<file path="src/rtl/pwr_mode_pkg.sv">
package pwr_mode_pkg;

  typedef enum logic [2:0] {
    ST_DEEP       = 3'd0,
    ST_WARM_AWAKE = 3'd1,
    ST_WARM_BIG   = 3'd2,
    ST_BIG        = 3'd3,
    ST_AWAKE      = 3'd4
  } pwrSt_e;

  // Strobes from control to the settle datapath.
  typedef struct packed {
    logic load;   // capture settleCycles, oscillator enable rising
    logic dec;    // count one settling cycle
  } settleStb_t;

  localparam logic [1:0] CODE_DEEP  = 2'b00;
  localparam logic [1:0] CODE_BIG   = 2'b01;
  localparam logic [1:0] CODE_AWAKE = 2'b10;
  localparam logic [1:0] CODE_WARM  = 2'b11;

  // Synchronized input vector bit positions.
  localparam int IN_DSP  = 0;
  localparam int IN_HOST = 1;
  localparam int IN_XFER = 2;
  localparam int IN_NEED = 3;
  localparam int IN_IRQ  = 4;
  localparam int IN_HW   = 5;
  localparam int IN_NUM  = 6;

endpackage

</file>
<file path="src/rtl/pwr_sync.sv">
module pwr_sync #(
  parameter int WIDTH  = 6,
  parameter int STAGES = 2
) (
  input  logic             clk,
  input  logic             rstN,
  input  logic [WIDTH-1:0] asyncIn,
  output logic [WIDTH-1:0] syncOut
);

  logic [WIDTH-1:0] stageQ [STAGES];

  for (genvar gi = 0; gi < STAGES; gi++) begin : g_stage
    if (gi == 0) begin : g_first
      always_ff @(posedge clk or negedge rstN) begin
        if (!rstN) stageQ[gi] <= '0;
        else       stageQ[gi] <= asyncIn;
      end
    end else begin : g_next
      always_ff @(posedge clk or negedge rstN) begin
        if (!rstN) stageQ[gi] <= '0;
        else       stageQ[gi] <= stageQ[gi-1];
      end
    end
  end

  assign syncOut = stageQ[STAGES-1];

endmodule

</file>
<file path="src/rtl/pwr_settle_dp.sv">
module pwr_settle_dp
  import pwr_mode_pkg::*;
#(
  parameter int CNT_W = 16
) (
  input  logic             clk,
  input  logic             rstN,
  input  settleStb_t       ctlStb,
  input  logic [CNT_W-1:0] settleCycles,
  output logic             oscStable
);

  logic [CNT_W-1:0] cntQ;

  always_ff @(posedge clk or negedge rstN) begin
    if (!rstN) begin
      cntQ <= '0;
    end else if (ctlStb.load) begin
      cntQ <= settleCycles;
    end else if (ctlStb.dec && (cntQ != '0)) begin
      cntQ <= cntQ - 1'b1;
    end
  end

  assign oscStable = (cntQ == '0);

  // the settling count is taken from the input on the load edge
  assert_load_capture_R3: assert property (@(posedge clk) disable iff (!rstN)
    ctlStb.load |=> (cntQ == $past(settleCycles)));

  // a running count never moves upward while settling
  assert_no_wrap_R3: assert property (@(posedge clk) disable iff (!rstN)
    (ctlStb.dec && !ctlStb.load) |=> (cntQ <= $past(cntQ)));

endmodule

</file>
<file path="src/rtl/pwr_mode_ctrl.sv">
module pwr_mode_ctrl
  import pwr_mode_pkg::*;
(
  input  logic              clk,
  input  logic              rstN,
  input  logic [IN_NUM-1:0] inS,
  input  logic              oscStable,
  output settleStb_t        ctlStb,
  output logic              pllEn,
  output logic              oscEn,
  output logic [1:0]        pwrState
);

  pwrSt_e stateQ, stateD;
  logic   rstWakeQ;
  logic   allIdle, irqS, hwS, needS;

  assign allIdle = inS[IN_DSP] & inS[IN_HOST] & inS[IN_XFER];
  assign irqS    = inS[IN_IRQ];
  assign hwS     = inS[IN_HW];
  assign needS   = inS[IN_NEED];

  always_comb begin
    stateD = stateQ;
    ctlStb = '0;
    unique case (stateQ)
      ST_AWAKE: begin
        if (!irqS && allIdle) stateD = ST_BIG;
      end
      ST_BIG: begin
        if (irqS)                stateD = ST_AWAKE;
        else if (!needS && !hwS) stateD = ST_DEEP;
      end
      ST_DEEP: begin
        if (rstWakeQ || irqS) begin
          stateD      = ST_WARM_AWAKE;
          ctlStb.load = 1'b1;
        end else if (hwS) begin
          stateD      = ST_WARM_BIG;
          ctlStb.load = 1'b1;
        end
      end
      ST_WARM_AWAKE: begin
        ctlStb.dec = 1'b1;
        if (oscStable) stateD = ST_AWAKE;
      end
      ST_WARM_BIG: begin
        ctlStb.dec = 1'b1;
        if (oscStable) stateD = irqS ? ST_AWAKE : ST_BIG;
      end
      default: stateD = ST_DEEP;
    endcase
  end

  always_ff @(posedge clk or negedge rstN) begin
    if (!rstN) begin
      stateQ   <= ST_DEEP;
      rstWakeQ <= 1'b1;
    end else begin
      stateQ <= stateD;
      if (stateQ == ST_DEEP && stateD != ST_DEEP) rstWakeQ <= 1'b0;
    end
  end

  always_comb begin
    unique case (stateQ)
      ST_DEEP:                    pwrState = CODE_DEEP;
      ST_BIG:                     pwrState = CODE_BIG;
      ST_AWAKE:                   pwrState = CODE_AWAKE;
      ST_WARM_AWAKE, ST_WARM_BIG: pwrState = CODE_WARM;
      default:                    pwrState = CODE_DEEP;
    endcase
  end

  assign pllEn = (stateQ == ST_AWAKE);
  assign oscEn = (stateQ != ST_DEEP);

  // awake may only fall to big sleep on a full idle with no wake
  assert_big_entry_R4: assert property (@(posedge clk) disable iff (!rstN)
    (stateQ == ST_AWAKE) |=> ((stateQ != ST_BIG) || $past(allIdle && !irqS)));

  // the reference need or a held peripheral wake blocks deep sleep
  assert_deep_block_R6: assert property (@(posedge clk) disable iff (!rstN)
    ((stateQ == ST_BIG) && (needS || hwS)) |=> (stateQ != ST_DEEP));

  // settling holds until the datapath reports a stable oscillator
  assert_warm_hold_R3: assert property (@(posedge clk) disable iff (!rstN)
    ((pwrState == CODE_WARM) && !oscStable) |=> (pwrState == CODE_WARM));

  // leaving deep sleep always passes through settling
  assert_deep_exit_R9: assert property (@(posedge clk) disable iff (!rstN)
    (pwrState == CODE_DEEP) |=> ((pwrState == CODE_DEEP) || (pwrState == CODE_WARM)));

  // an interrupt wake in big sleep reaches awake on the next edge
  assert_big_wake_R7: assert property (@(posedge clk) disable iff (!rstN)
    ((stateQ == ST_BIG) && irqS) |=> (pwrState == CODE_AWAKE));

  // the PLL never runs without the oscillator
  assert_pll_needs_osc_R10: assert property (@(posedge clk) disable iff (!rstN)
    pllEn |-> oscEn);

endmodule

</file>
<file path="src/rtl/pwr_mode_seq.sv">
module pwr_mode_seq
  import pwr_mode_pkg::*;
#(
  parameter int CNT_W       = 16,
  parameter int SYNC_STAGES = 2
) (
  input  logic             clk32k,
  input  logic             rstN,
  input  logic             dspIdle,
  input  logic             hostIdleReq,
  input  logic             xferIdle,
  input  logic             refClkNeed,
  input  logic             irqWake,
  input  logic             hwWake,
  input  logic [CNT_W-1:0] settleCycles,
  output logic             pllEn,
  output logic             oscEn,
  output logic [1:0]       pwrState
);

  logic [IN_NUM-1:0] rawIn, inS;
  settleStb_t        ctlStb;
  logic              oscStable;

  always_comb begin
    rawIn          = '0;
    rawIn[IN_DSP]  = dspIdle;
    rawIn[IN_HOST] = hostIdleReq;
    rawIn[IN_XFER] = xferIdle;
    rawIn[IN_NEED] = refClkNeed;
    rawIn[IN_IRQ]  = irqWake;
    rawIn[IN_HW]   = hwWake;
  end

  pwr_sync #(.WIDTH(IN_NUM), .STAGES(SYNC_STAGES)) sync_i (
    .clk     (clk32k),
    .rstN    (rstN),
    .asyncIn (rawIn),
    .syncOut (inS)
  );

  pwr_mode_ctrl ctrl_i (
    .clk       (clk32k),
    .rstN      (rstN),
    .inS       (inS),
    .oscStable (oscStable),
    .ctlStb    (ctlStb),
    .pllEn     (pllEn),
    .oscEn     (oscEn),
    .pwrState  (pwrState)
  );

  pwr_settle_dp #(.CNT_W(CNT_W)) dp_i (
    .clk          (clk32k),
    .rstN         (rstN),
    .ctlStb       (ctlStb),
    .settleCycles (settleCycles),
    .oscStable    (oscStable)
  );

endmodule

</file>
<file path="config.mk">
export PLATFORM = sky130hd
export DESIGN_NAME = pwr_mode_seq
export DESIGN_NICKNAME = d
export VERILOG_FILES = /design/src/rtl/pwr_mode_pkg.sv /design/src/rtl/pwr_sync.sv /design/src/rtl/pwr_settle_dp.sv /design/src/rtl/pwr_mode_ctrl.sv /design/src/rtl/pwr_mode_seq.sv
export SDC_FILE = /design/constraint.sdc
export NUM_CORES = 1
export LEC_CHECK = 0
export BUFFER_PORTS_ARGS = -buffer_cell sky130_fd_sc_hd__buf_2
export CAP_MARGIN = 20
export CORE_UTILIZATION = 57
export CTS_BUF_LIST = sky130_fd_sc_hd__clkbuf_2
export CTS_CLUSTER_DIAMETER = 50
export DETAILED_ROUTE_END_ITERATION = 6
export PLACE_DENSITY = 0.82
export SYNTH_ARGS = -nofsm -noshare
export SYNTH_HDL_FRONTEND = slang
export SYNTH_SLANG_ARGS = --single-unit
</file>
<file path="constraint.sdc">
create_clock -name clk32k -period 2.5 [get_ports clk32k]
set_input_delay 0.5 -clock clk32k [delete_from_list [all_inputs] [get_ports clk32k]]
set_output_delay 0.5 -clock clk32k [all_outputs]
set_load 0.02 [all_outputs]
</file>
== Yosys cells after proc, flatten, opt, wreduce, memory -nomap -nowiden ==
Index checks and enable logic that the tools add are counted.
Cells by class
  multiplexer cells: 16
  bitwise operators: 2
  $add $sub $neg: 1
  eq/ne operators: 4
  reductions and logical operators: 15
Operators by type and width (count)
  $mux W16: 2
  $mux W3: 8
  $logic_not A16 Y1: 1
  $reduce_bool A16 Y1: 1
  $sub A16 B1 Y16 const B: 1
  $pmux W3 S5: 1
  $eq A3 B2 Y1 const B: 2
  $pmux W2 S3: 1
  $reduce_bool A3 Y1: 2
  $logic_and A1 B1 Y1: 4
  $mux W1: 4
  $eq A3 B1 Y1 const B: 1
  $eq A3 B3 Y1 const B: 1
  $logic_not A1 Y1: 3
  $logic_not A3 Y1: 1
  $and A1 B1 Y1: 2
  $reduce_bool A2 Y1: 1
  $reduce_or A2 Y1: 1
  $logic_or A1 B1 Y1: 1
Word-level totals
  register bits after elaboration: 32
  word-level logic and storage cells: 43
  input bits: 24
  output and inout bits: 4

== Depth between registers and ports, before layout ==
  depth after elaboration: 7
  gate-level depth with buffers: 7
  mapped depth without buffers: 6

== Cells and area by module ==
A second synthesis with hierarchy kept.
Second synthesis, totals
  cell total of the unflattened synthesis: 178
  area, all modules: 1737.9 µm²
By module, submodules not included
  pwr_settle_dp: seq. area each 400.4 µm², area an instance 1063.5 µm², times used 1, cells each 124
  pwr_sync: seq. area each 300.3 µm², area an instance 345.3 µm², times used 1, cells each 18
  pwr_mode_ctrl: seq. area each 101.3 µm², area an instance 329.1 µm², times used 1, cells each 36

== Worst setup path after synthesis ==
Ideal clock, no wire load.
  path type: flip-flop to flip-flop
  start point: register dp_i.cntQ[2]
  end point: register dp_i.cntQ[13]
  arrival time: 1.973 ns
  setup time: 0.082 ns
  period minus slack after synthesis: 2.055 ns
  path slack: 0.445 ns
  cell stages (with the launch flop): 6
  data required time: 2.418 ns
  buffers on the path: 1
  cells stage by stage: dfrtp_1 -> or4_1 -> or3_1 -> buf_2 -> or4_1 -> a31oi_1
On the way
  cells in the longest elaborated chain, start to end: 3
  elaborated cells between the ends (all ways): 6
  those cells by class: add/sub (1); mux (2); reduce/logical (3)
Ends and longest elaborated chain
  from (decl): RTL line pwr_settle_dp.sv:13  | logic [CNT_W-1:0] cntQ;
  from (signal assigned): RTL line pwr_settle_dp.sv:19  | cntQ <= settleCycles;
  from (signal assigned): RTL line pwr_settle_dp.sv:21  | cntQ <= cntQ - 1'b1;
  $sub A16 B1 Y16 / $reduce_bool A16 Y1 (equally long branches): RTL line pwr_settle_dp.sv:21, pwr_settle_dp.sv:20
  $mux W16 / $logic_and A1 B1 Y1 (equally long branches): RTL line pwr_settle_dp.sv:20  | end else if (ctlStb.dec && (cntQ != '0)) begin
  $mux W16 / $reduce_bool A2 Y1 (equally long branches)
Parallel ways exist; a longest one is shown, timed or not. The select of a mux whose other input is x is not followed.
A chain may end at the register's enable or synchronous reset.

== Worst setup path in the final report ==
  start point: register dp_i.cntQ[2]
  end point: register dp_i.cntQ[11]
Same word-level chain as after synthesis.

==> metrics <==
status=complete, no violations; worst vdd ir=0.000666 V; leading area contributor after synthesis=dfrtp_1; top cells by count, synth=31 x dfrtp_1, 18 x nor2_1, 14 x nand3_1; worst path cell trace=or4_1 > or3_1 > or4_1 > a31oi_1; unrepaired setup endpoints after global routing=false; All-Layer GR Usage=25.8%; most common cell in the netlist=dfrtp_1; WL/cell=15.5 um; Worst-Skew Late Latency=0.37 ns; Worst R2R Start=dp_i.cntQ[2]; r2r setup slk=0.20 ns; largest stage delay on the critical path=0.55 ns; Synth async-reset ratio=100%; nets=227; Avg Synthesized Cell Area=9.46 sq um; Synth Area in Compound Gates=17.2%; Core ar.=2730 sq um; first-pass detailed-route iteration total=4; Post-CTS Setup Inserts=0; setup violators final=0; number of synthesized flops with an enable pin=0; ratio of cells with drive above 1 in the final layout=21.3%; Crit. Startpoint=dp_i.cntQ[2]; Post-CTS Hold Buffers=0; clock sink count=32; ys flop type=dfrtp_1; setup_tns=0 ns; post-detailed-routing wire length=3620 um; initial antenna violation count=0; Pins Over Slew Limit=0; Final Cycle Share=91.8%; share of the synthesized area in the top cell type=47.4%; Tightest Hold Check Type=in2async; clk buf depth=2; routability congestion estimate from global placement=0.854; hpwl dp=2610 um; Tmin final=2.30 ns; vias in the first global route=1466; Fmax achieved=0.436 GHz; Synth Area in Adders=1.53%; worst-path maximum fanout=8; Synthesized Nets=199; Worst Tran Pin Value=0.691 ns; PwrDens=1150 nW/um^2; CTS root buf=clkbuf_2; sequential area share after synthesis=49.0%; Top cell by count, worst path=or4_1; CP delay by family, top=simple AND/OR/NAND/NOR gates; R2R depth=4; CP endpoint=dp_i.cntQ[11]; WS Path Type=reg2reg; Starting Density=59.9%; Layout area overhead=12.8%; antenna cells=0; Synth cell types=41; Crit path required time=2.80 ns; CP Buf/Inv Count=0; total power=2.13 mW; Synth Cell Area=1640 sq um; antenna viol nets, final=0; Filler Cells Inserted=212; Syn Inst Count=173; storage element area=802 sq um; Seq cells post-synth=32; DRC Markers=0; largest net degree at the start of global routing=33; IO buf count=27; die height=55.6 um; Die W=55.6 um; simple-gate share of the synthesized area=27.4%; Crit-path slowest cell=or4_1; normalized max-slew margin=53.9%; main combinational cell family by area after synthesis=simple AND/OR/NAND/NOR gates; Vias/cell=6.46; first-pass GRT wire length=6180 um; worst path arrival time=2.60 ns; post-CTS sizing=0; grt total ovfl=0; FF-to-FF End=dp_i.cntQ[11]; Leak=0.770 nW; via count=1505; TritonCTS clock tree=done; max cap viols=0; H-tree depth=2; I/O pin cnt=28; Startpoint Class=flip-flop; stages on the worst setup path=4; post-synthesis mux area share=0%; Worst-path clk slew=0.20 ns; clock skew=0.0170 ns; area of the multi-input gates=772 sq um; DRT iter0 DRCs=78; die area=3090 sq um; Area contributors post-synth=dfrtp_1 47%, nand3_1 4.3%, nor2_1 4.1%; cts bufs inserted=5; CP endpoint kind=flip-flop; FP Rows=19; post-synthesis xor/xnor area fraction=1.07%; Hold Fails Final Rpt=0; Ys Warns=0
-- layout make-up --
class                      count  area share, %
multi-input combinational    125           41.8
inverter                       7           1.42
tap                           31           2.10
timing repair buffer          30           8.54
clock inverter                 3           1.29
sequential                    32           43.5
clock buffer                   5           1.36
-- flip-flops by register name (all words and copies together) (netlist names) --
signal,count
ctrl_i.rstWakeQ,1
ctrl_i.stateQ,3
dp_i.cntQ,16
sync_i.stageQ,6
sync_i.syncOut,6
-- worst min path at each step --
stage,start,end
global route,rstN,ctrl_i.stateQ[0]
finish,rstN,ctrl_i.stateQ[0]
CTS,rstN,ctrl_i.stateQ[0]
detailed placement,sync_i.stageQ[11],sync_i.syncOut[5]
global placement,sync_i.stageQ[6],sync_i.syncOut[0]
floorplan,rstN,ctrl_i.stateQ[0]
-- through the flow --
stage / hold slack, ns / setup WS [ns] / instance area [sq um] / utilization, % / cells
after floorplan: 0.204 / 0.445 / 1640 / - / 173
after global placement: 0.334 / 0.385 / 1800 / 65.7 / 225
after detailed placement: 0.337 / 0.253 / 1800 / 65.7 / 225
after CTS: 0.140 / 0.231 / 1850 / 67.5 / 233
after global routing: 0.152 / 0.157 / 1850 / 67.5 / 233
final: 0.128 / 0.205 / 1850 / 67.5 / 233
-- power by group --
part | switching, mW | internal [mW] | total [mW] | leakage, nW
logic | 0.570 | 0.390 | 0.960 | 0.376
registers | 0.223 | 0.680 | 0.903 | 0.369
clock network | 0.196 | 0.0698 | 0.266 | 0.0252
total | 0.989 | 1.14 | 2.13 | 0.770
-- kinds of logic (layout without fill, tap and decap cells) --
family	Yosys count	in the layout
compound gates	41	41
simple gates	80	80
buf+inv	16	45
xor+xnor	2	2
flops	32	32
fa+ha+maj	2	2
-- cells in the final DEF, fill, tap and decap left out, types with 2 or more instances in the layout --
master	count
ha_1	2
and2_1	2
o21ai_0	9
nor4b_1	2
or3_1	3
o211ai_1	4
a31o_2	2
or4_1	7
nand2_1	13
o31ai_1	7
inv_1	7
clkinvlp_4	2
buf_4	3
a31oi_1	9
nor3_1	5
nor2_1	18
clkbuf_2	5
nand4b_1	3
buf_2	27
dfrtp_1	31
nand4_1	4
a21oi_1	2
nand3_1	14
-- routing by layer --
metal	routed length [um]	vias to the layer above	GRT usage [%]
met5	0	-	0
met4	52	0	13.9
met3	288	6	7.21
met2	1700	78	39.9
met1	1580	708	32.8
li1	-	713	-
No activity file was read; power rests on OpenSTA's default activity.
